## src/rtl/hseq_pkg.sv

```systemverilog
package hseq_pkg;
  localparam int MB_OUTER = 7;
  localparam int MB_KEY   = 5;
  localparam int MB_CLOSE = 4;
  localparam int MB_CONST = 3;
  localparam int MB_ALGO  = 1;

  localparam logic [1:0] SEL_MODE = 2'd0;
  localparam logic [1:0] SEL_LEN  = 2'd1;
  localparam logic [1:0] SEL_CNT  = 2'd2;

  typedef enum logic [1:0] {
    JOB_BLOCK = 2'd0,
    JOB_KEY   = 2'd1,
    JOB_FINAL = 2'd2,
    JOB_OUTER = 2'd3
  } job_e;

  typedef enum logic [2:0] {
    ST_IDLE, ST_DISPATCH, ST_KEY, ST_FETCH, ST_BLOCK, ST_FFETCH, ST_FINAL, ST_OUTER
  } st_e;

  typedef struct packed {
    logic       outer;
    logic       key;
    logic       close;
    logic       init_const;
    logic [1:0] algo;
  } mode_t;
endpackage

```

## src/rtl/hseq_mode_reg.sv

```systemverilog
module hseq_mode_reg
  import hseq_pkg::*;
(
  input  logic       clk,
  input  logic       rst,
  input  logic       wr,
  input  logic [7:0] wr_data,
  input  logic       clr_key,
  input  logic       clr_const,
  input  logic       clr_close,
  input  logic       clr_outer,
  output mode_t      mode
);
  always_ff @(posedge clk) begin
    if (rst) begin
      mode <= '0;
    end else if (wr) begin
      mode.outer      <= wr_data[MB_OUTER];
      mode.key        <= wr_data[MB_KEY];
      mode.close      <= wr_data[MB_CLOSE];
      mode.init_const <= wr_data[MB_CONST];
      mode.algo       <= wr_data[MB_ALGO +: 2];
    end else begin
      if (clr_key)   mode.key        <= 1'b0;
      if (clr_const) mode.init_const <= 1'b0;
      if (clr_close) mode.close      <= 1'b0;
      if (clr_outer) mode.outer      <= 1'b0;
    end
  end
endmodule

```

## src/rtl/hseq_counters.sv

```systemverilog
module hseq_counters #(
  parameter int DW  = 32,
  parameter int BLK = 64
) (
  input  logic          clk,
  input  logic          rst,
  input  logic          ld_len,
  input  logic          ld_cnt,
  input  logic [DW-1:0] wr_data,
  input  logic          force_zero,
  input  logic          force_blk,
  input  logic          blk_done,
  input  logic          fin_done,
  output logic [DW-1:0] rem,
  output logic [DW-1:0] cnt,
  output logic          rem_full,
  output logic          rem_nz
);
  localparam int          BLG   = $clog2(BLK);
  localparam logic [DW-1:0] BLK_W = DW'(BLK);

  logic [DW-1:0] cnt_masked;

  generate
    if (BLG > 0) begin : g_mask
      assign cnt_masked = {wr_data[DW-1:BLG], {BLG{1'b0}}};
    end else begin : g_nomask
      assign cnt_masked = wr_data;
    end
  endgenerate

  assign rem_full = (rem >= BLK_W);
  assign rem_nz   = (rem != '0);

  always_ff @(posedge clk) begin
    if (rst) begin
      rem <= '0;
    end else if (ld_len) begin
      rem <= wr_data;
    end else if (fin_done) begin
      rem <= '0;
    end else if (blk_done) begin
      rem <= rem_full ? rem - BLK_W : '0;
    end
  end

  always_ff @(posedge clk) begin
    if (rst) begin
      cnt <= '0;
    end else if (ld_cnt) begin
      cnt <= cnt_masked;
    end else if (force_blk) begin
      cnt <= BLK_W;
    end else if (force_zero) begin
      cnt <= '0;
    end else if (blk_done) begin
      cnt <= cnt + BLK_W;
    end else if (fin_done) begin
      cnt <= cnt + rem;
    end
  end
endmodule

```

## src/rtl/hseq_fsm.sv

```systemverilog
module hseq_fsm
  import hseq_pkg::*;
(
  input  logic  clk,
  input  logic  rst,
  input  logic  start,
  input  mode_t mode,
  input  logic  rem_full,
  input  logic  rem_nz,
  input  logic  blk_ack,
  input  logic  core_done,
  output logic  blk_req,
  output logic  core_start,
  output job_e  core_kind,
  output logic  op_done,
  output logic  busy,
  output logic  clr_key,
  output logic  clr_const,
  output logic  clr_close,
  output logic  clr_outer,
  output logic  blk_done,
  output logic  fin_done
);
  st_e st;

  assign busy      = (st != ST_IDLE);
  assign clr_key   = (st == ST_KEY) && core_done;
  assign blk_done  = (st == ST_BLOCK) && core_done;
  assign fin_done  = (st == ST_FINAL) && core_done;
  assign clr_outer = (st == ST_OUTER) && core_done;
  assign clr_close = fin_done;
  assign clr_const = blk_done || fin_done;

  always_ff @(posedge clk) begin
    if (rst) begin
      st         <= ST_IDLE;
      blk_req    <= 1'b0;
      core_start <= 1'b0;
      core_kind  <= JOB_BLOCK;
      op_done    <= 1'b0;
    end else begin
      core_start <= 1'b0;
      op_done    <= 1'b0;
      case (st)
        ST_IDLE: if (start) st <= ST_DISPATCH;
        ST_DISPATCH: begin
          if (mode.key) begin
            core_start <= 1'b1;
            core_kind  <= JOB_KEY;
            st         <= ST_KEY;
          end else if (rem_full) begin
            blk_req <= 1'b1;
            st      <= ST_FETCH;
          end else if (mode.close) begin
            if (rem_nz) begin
              blk_req <= 1'b1;
              st      <= ST_FFETCH;
            end else begin
              core_start <= 1'b1;
              core_kind  <= JOB_FINAL;
              st         <= ST_FINAL;
            end
          end else if (mode.outer) begin
            core_start <= 1'b1;
            core_kind  <= JOB_OUTER;
            st         <= ST_OUTER;
          end else begin
            op_done <= 1'b1;
            st      <= ST_IDLE;
          end
        end
        ST_FETCH: if (blk_ack) begin
          blk_req    <= 1'b0;
          core_start <= 1'b1;
          core_kind  <= JOB_BLOCK;
          st         <= ST_BLOCK;
        end
        ST_FFETCH: if (blk_ack) begin
          blk_req    <= 1'b0;
          core_start <= 1'b1;
          core_kind  <= JOB_FINAL;
          st         <= ST_FINAL;
        end
        ST_KEY, ST_BLOCK, ST_FINAL, ST_OUTER: if (core_done) st <= ST_DISPATCH;
        default: st <= ST_IDLE;
      endcase
    end
  end
endmodule

```

## src/rtl/hash_seq_ctrl.sv

```systemverilog
module hash_seq_ctrl
  import hseq_pkg::*;
#(
  parameter int DW  = 32,
  parameter int BLK = 64
) (
  input  logic          clk,
  input  logic          rst,
  input  logic          reg_wr_en,
  input  logic [1:0]    reg_wr_sel,
  input  logic [DW-1:0] reg_wr_data,
  output logic          blk_req,
  input  logic          blk_ack,
  output logic          core_start,
  output logic [1:0]    core_kind,
  output logic [1:0]    core_algo,
  output logic          core_init_const,
  input  logic          core_done,
  output logic [DW-1:0] remaining_len,
  output logic [DW-1:0] digest_count,
  output logic [7:0]    mode_q,
  output logic          busy,
  output logic          op_done,
  output logic          len_error
);
  localparam int BLG = $clog2(BLK);

  mode_t mode;
  job_e  kind;
  logic  wr_mode, len_wr, ld_cnt, misaligned, start;
  logic  clr_key, clr_const, clr_close, clr_outer, blk_done, fin_done;
  logic  rem_full, rem_nz;

  assign wr_mode    = reg_wr_en && !busy && (reg_wr_sel == SEL_MODE);
  assign len_wr     = reg_wr_en && !busy && (reg_wr_sel == SEL_LEN);
  assign ld_cnt     = reg_wr_en && !busy && (reg_wr_sel == SEL_CNT);
  assign misaligned = !mode.close && (reg_wr_data[BLG-1:0] != '0);
  assign start      = len_wr && !misaligned;

  always_ff @(posedge clk) begin
    if (rst)                       len_error <= 1'b0;
    else if (len_wr && misaligned) len_error <= 1'b1;
  end

  hseq_mode_reg u_mode (
    .clk(clk), .rst(rst), .wr(wr_mode), .wr_data(reg_wr_data[7:0]),
    .clr_key(clr_key), .clr_const(clr_const), .clr_close(clr_close),
    .clr_outer(clr_outer), .mode(mode)
  );

  hseq_counters #(.DW(DW), .BLK(BLK)) u_cnt (
    .clk(clk), .rst(rst), .ld_len(start), .ld_cnt(ld_cnt), .wr_data(reg_wr_data),
    .force_zero(start && mode.init_const && !mode.key),
    .force_blk(start && mode.key),
    .blk_done(blk_done), .fin_done(fin_done),
    .rem(remaining_len), .cnt(digest_count), .rem_full(rem_full), .rem_nz(rem_nz)
  );

  hseq_fsm u_fsm (
    .clk(clk), .rst(rst), .start(start), .mode(mode), .rem_full(rem_full),
    .rem_nz(rem_nz), .blk_ack(blk_ack), .core_done(core_done),
    .blk_req(blk_req), .core_start(core_start), .core_kind(kind),
    .op_done(op_done), .busy(busy), .clr_key(clr_key), .clr_const(clr_const),
    .clr_close(clr_close), .clr_outer(clr_outer), .blk_done(blk_done),
    .fin_done(fin_done)
  );

  assign core_kind       = kind;
  assign core_algo       = mode.algo;
  assign core_init_const = mode.init_const;
  assign mode_q = {mode.outer, 1'b0, mode.key, mode.close, mode.init_const, mode.algo, 1'b0};
endmodule

```

## config.mk

```make
export PLATFORM = sky130hd
export DESIGN_NAME = hash_seq_ctrl
export DESIGN_NICKNAME = d
export VERILOG_FILES = /design/src/rtl/hseq_pkg.sv /design/src/rtl/hseq_mode_reg.sv /design/src/rtl/hseq_counters.sv /design/src/rtl/hseq_fsm.sv /design/src/rtl/hash_seq_ctrl.sv
export SDC_FILE = /design/constraint.sdc
export NUM_CORES = 1
export LEC_CHECK = 0
export BUFFER_PORTS_ARGS = -buffer_cell sky130_fd_sc_hd__buf_4
export CAP_MARGIN = 10
export CORE_UTILIZATION = 60
export CTS_BUF_LIST = sky130_fd_sc_hd__clkbuf_8
export DETAILED_ROUTE_END_ITERATION = 10
export GPL_ROUTABILITY_DRIVEN = 1
export MAX_ROUTING_LAYER = met4
export PLACE_DENSITY = 0.86
export SETUP_SLACK_MARGIN = 0.3
export SLEW_MARGIN = 20
export SYNTH_ARGS = -nofsm -noshare
export SYNTH_HDL_FRONTEND = slang
export SYNTH_SLANG_ARGS = --single-unit
```

## constraint.sdc

```tcl
create_clock -name clk -period 6.6 [get_ports clk]
set_clock_uncertainty 0.15 [all_clocks]
set_input_delay 0.66 -clock clk [delete_from_list [all_inputs] [get_ports clk]]
set_output_delay 0.66 -clock clk [all_outputs]
set_load 0.05 [all_outputs]
```

==> metrics.txt <==
sequential area share after synthesis=about a quarter; Synth Flop Type=dfxtp_1; Non-Filler Instances=~1100; Area Overhead vs Synth=18.46%; # placed instances=1057; startpoint types=flop; Initial Util=62.33%; ANT cells=0; Worst setup EP type=flop; Buffers on Ports=~120; status=complete, no violations; Setup-failing EPs final=0; Routed Antenna Nets=0; Root Buffer Master=clkbuf_8; critical path class=flop to flop; Design Area, Final=between 0.007 and 0.008 sq mm; die height=around 100 um; final slew viol count=0; Clock Sinks=79; Critical Path Fanout Max=45; via count=approximately 7100; GR peak layer=met2; CP arrival=approximately 4500 ps; fin crit period=4349 ps; Worst-Margin Slew=1189 ps; Post-synth ARST share=0%; Total Routing Usage GR=~42%; Core Footprint=0.009864 sq mm; routed len/inst=20.30 um; DIE AREA=~0.011 sq mm; met2 usage=63.23%; vias per inst=6.623; multi-input logic area=around 0.0043 sq mm; Setup Total Neg Slack=0 ps; pwr dens=around 410 mW/mm^2; met3 global-route usage=around 8.6%; htree depth=3; worst hold slack=around 350 ps; HP Class=flop to flop; slew margin rel.=around a fifth; layout cells sized above 1=between 15 and 20%; Register Area=0.001582 sq mm; I/O pin total=121; Cell Rows=36; Post-CTS Hold Buffers=0; Starting DRT DRC Count=660; Yosys reg bits=between 70 and 80; FILL cells=between 700 and 800; Mapped Area=approximately 0.0061 sq mm; Worst VDD drop=approximately 0.35 mV; DRT Pass-1 Iters=8; placer congestion estimate=about 1.0; CTS tree=built; WP data required=around 6700 ps; largest net degree at the start of global routing=between 70 and 80; Longest Clk Path Bufs=2; clock slew at reported path FFs=100 ps; RSZ-0062 raised after global routing=no; syn_area_per_cell=between 7 and 8 sq um; dpl cell area=approximately 0.0071 sq mm; Post-Synthesis Cells=844; chip width=a little over 100 um; Yosys cell types=approximately 70; Final #Nets=approximately 1000; Post-synth EDFFs=0; Syn. warnings=0; Total Wirelength=between 20000 and 25000 um; Max Cap Violations=0; Final period util=approximately two thirds; insertion delay to the later sink of the worst-skew pair=around 370 ps; vias in the first global route=roughly 6400; setup bufs post-CTS=0; leakage power=about 0.0031 uW; antenna violations before repair=0; GR Overflow Total=0; Remaining DRCs=0; CTS Buf Count=9; final hold viol count=0; first-pass GRT wire length=33170 um; Highest Clock Rate=roughly 230 MHz; CTS resizes=0; Tot Pwr=2953 uW; DP Wirelength=~15000 um; GR met1 Demand/Resource=between 50% and 60%
[kinds of logic (layout without fill, tap and decap cells)]
family | count (synthesis) | count (layout) | share of synthesized area, %
AND/OR/NAND/NOR | 346 | 346 | 26.52
AO/OA/AOI/OAI | 239 | 239 | 25.07
flip-flops | 79 | 79 | 25.72
buffers and inverters | 72 | 167 | 4.884
XOR/XNOR | 63 | 63 | 8.974
adder cells (fa/ha/maj) | 37 | 37 | 7.611
multiplexers | 7 | 7 | 1.160
other | 1 | 2 | 0.06099
[Yosys cell counts (3+ instances only)]
library cell  number  area, sq um
a211oi_1          13        97.59
a21o_1             8        60.06
a21oi_1           84        420.4
a221oi_1          16        140.1
a222oi_1           4        40.04
a22oi_1           22        165.2
a311oi_1           5        43.79
a31oi_1            5        31.28
and3_1             7        43.79
and4_1             5        43.79
buf_2              3        15.01
buf_4              5        37.54
clkbuf_1          35        131.4
dfxtp_1           79         1582
ha_1              35        437.9
inv_1             26        97.59
mux2i_1            6        60.06
nand2_1           85        319.1
nand2b_1           7        43.79
nand3_1           29        145.1
nand3b_1           4        30.03
nand4_1            9        56.30
nor2_1           126        473.0
nor2b_1            5        31.28
nor3_1            31        155.2
nor4_1            12        75.07
o211ai_1           3        22.52
o21a_1             3        22.52
o21ai_0           42        210.2
o21bai_1           3        22.52
o22ai_1            4        25.02
o31ai_1            5        37.54
or3_1              7        43.79
or4_1              3        22.52
xnor2_1           32        280.3
xor2_1            31        271.5
[report_power, final]
part,switching [uW],internal (uW)
Sequential,168,569
Clock,203,198
Combinational,1230,587
Total,1600,1350
[worst paths after layout]
kind         depth (start not counted)         from  slack, ps       endpoint
max                                 10  u_fsm.st[1]       2250  u_cnt.cnt[30]
min                                  2         flop        350           flop
max reg2reg                         10  u_fsm.st[1]       2250  u_cnt.cnt[30]
min reg2reg                          2         flop        350           flop
[stage by stage]
stage	setup WS [ps]	util (%)
after floorplan	3347	-
after global placement	2518	71.61
after detailed placement	2379	71.61
after CTS	2462	73.78
after global routing	2082	73.83
final	2251	73.83
[routing by layer]
layer  up-vias  share of wire [%]
li1       3238                  -
met1      3289                 39
met2       499                 44
met3        81                 12
met4         0                4.6
met5         -                  0
[cell usage in the layout (no fill, tap or decap), drive strengths merged, types with 7 or more instances in the layout]
| master | n |
|---|---|
| nor2 | 127 |
| buf | 125 |
| nand2 | 85 |
| a21oi | 84 |
| dfxtp | 79 |
| o21ai | 44 |
| ha | 35 |
| xnor2 | 32 |
| nor3 | 32 |
| xor2 | 31 |
| nand3 | 30 |
| inv | 28 |
| a22oi | 22 |
| a221oi | 16 |
| a211oi | 13 |
| nor4 | 12 |
| clkbuf | 11 |
| nand4 | 9 |
| a21o | 8 |
| and3 | 7 |
| nand2b | 7 |
| or3 | 7 |
[cell type report]
cell class	count	area share, %
well taps	133	2.285
inverters	26	1.340
repair buffers	125	12.88
clock inverters	5	0.8590
multi-input cells	694	58.84
flip-flops and latches	79	21.71
clock buffers	11	2.079
[state kept, by name, summed over array words and instances, names as in the netlist, named ones only]
name and cells:
u_fsm.core_start 1, u_fsm.op_done 1, u_fsm.st 3, u_mode.mode 6
len_error 1, u_cnt.rem 32, u_fsm.core_kind 2, u_cnt.cnt 26
u_fsm.blk_req 1
[worst max-delay path, cell delays in order (launching register included)]
cell	delay (ps)
dfxtp_1	810
or4b_4	280
or3b_4	170
nor2_4	40
buf_4	300
a21oi_1	790
nand2_1	830
o21bai_1	520
nor4_1	80
a21oi_1	170
o31ai_1	80
Power figures use the tool's default switching activity.
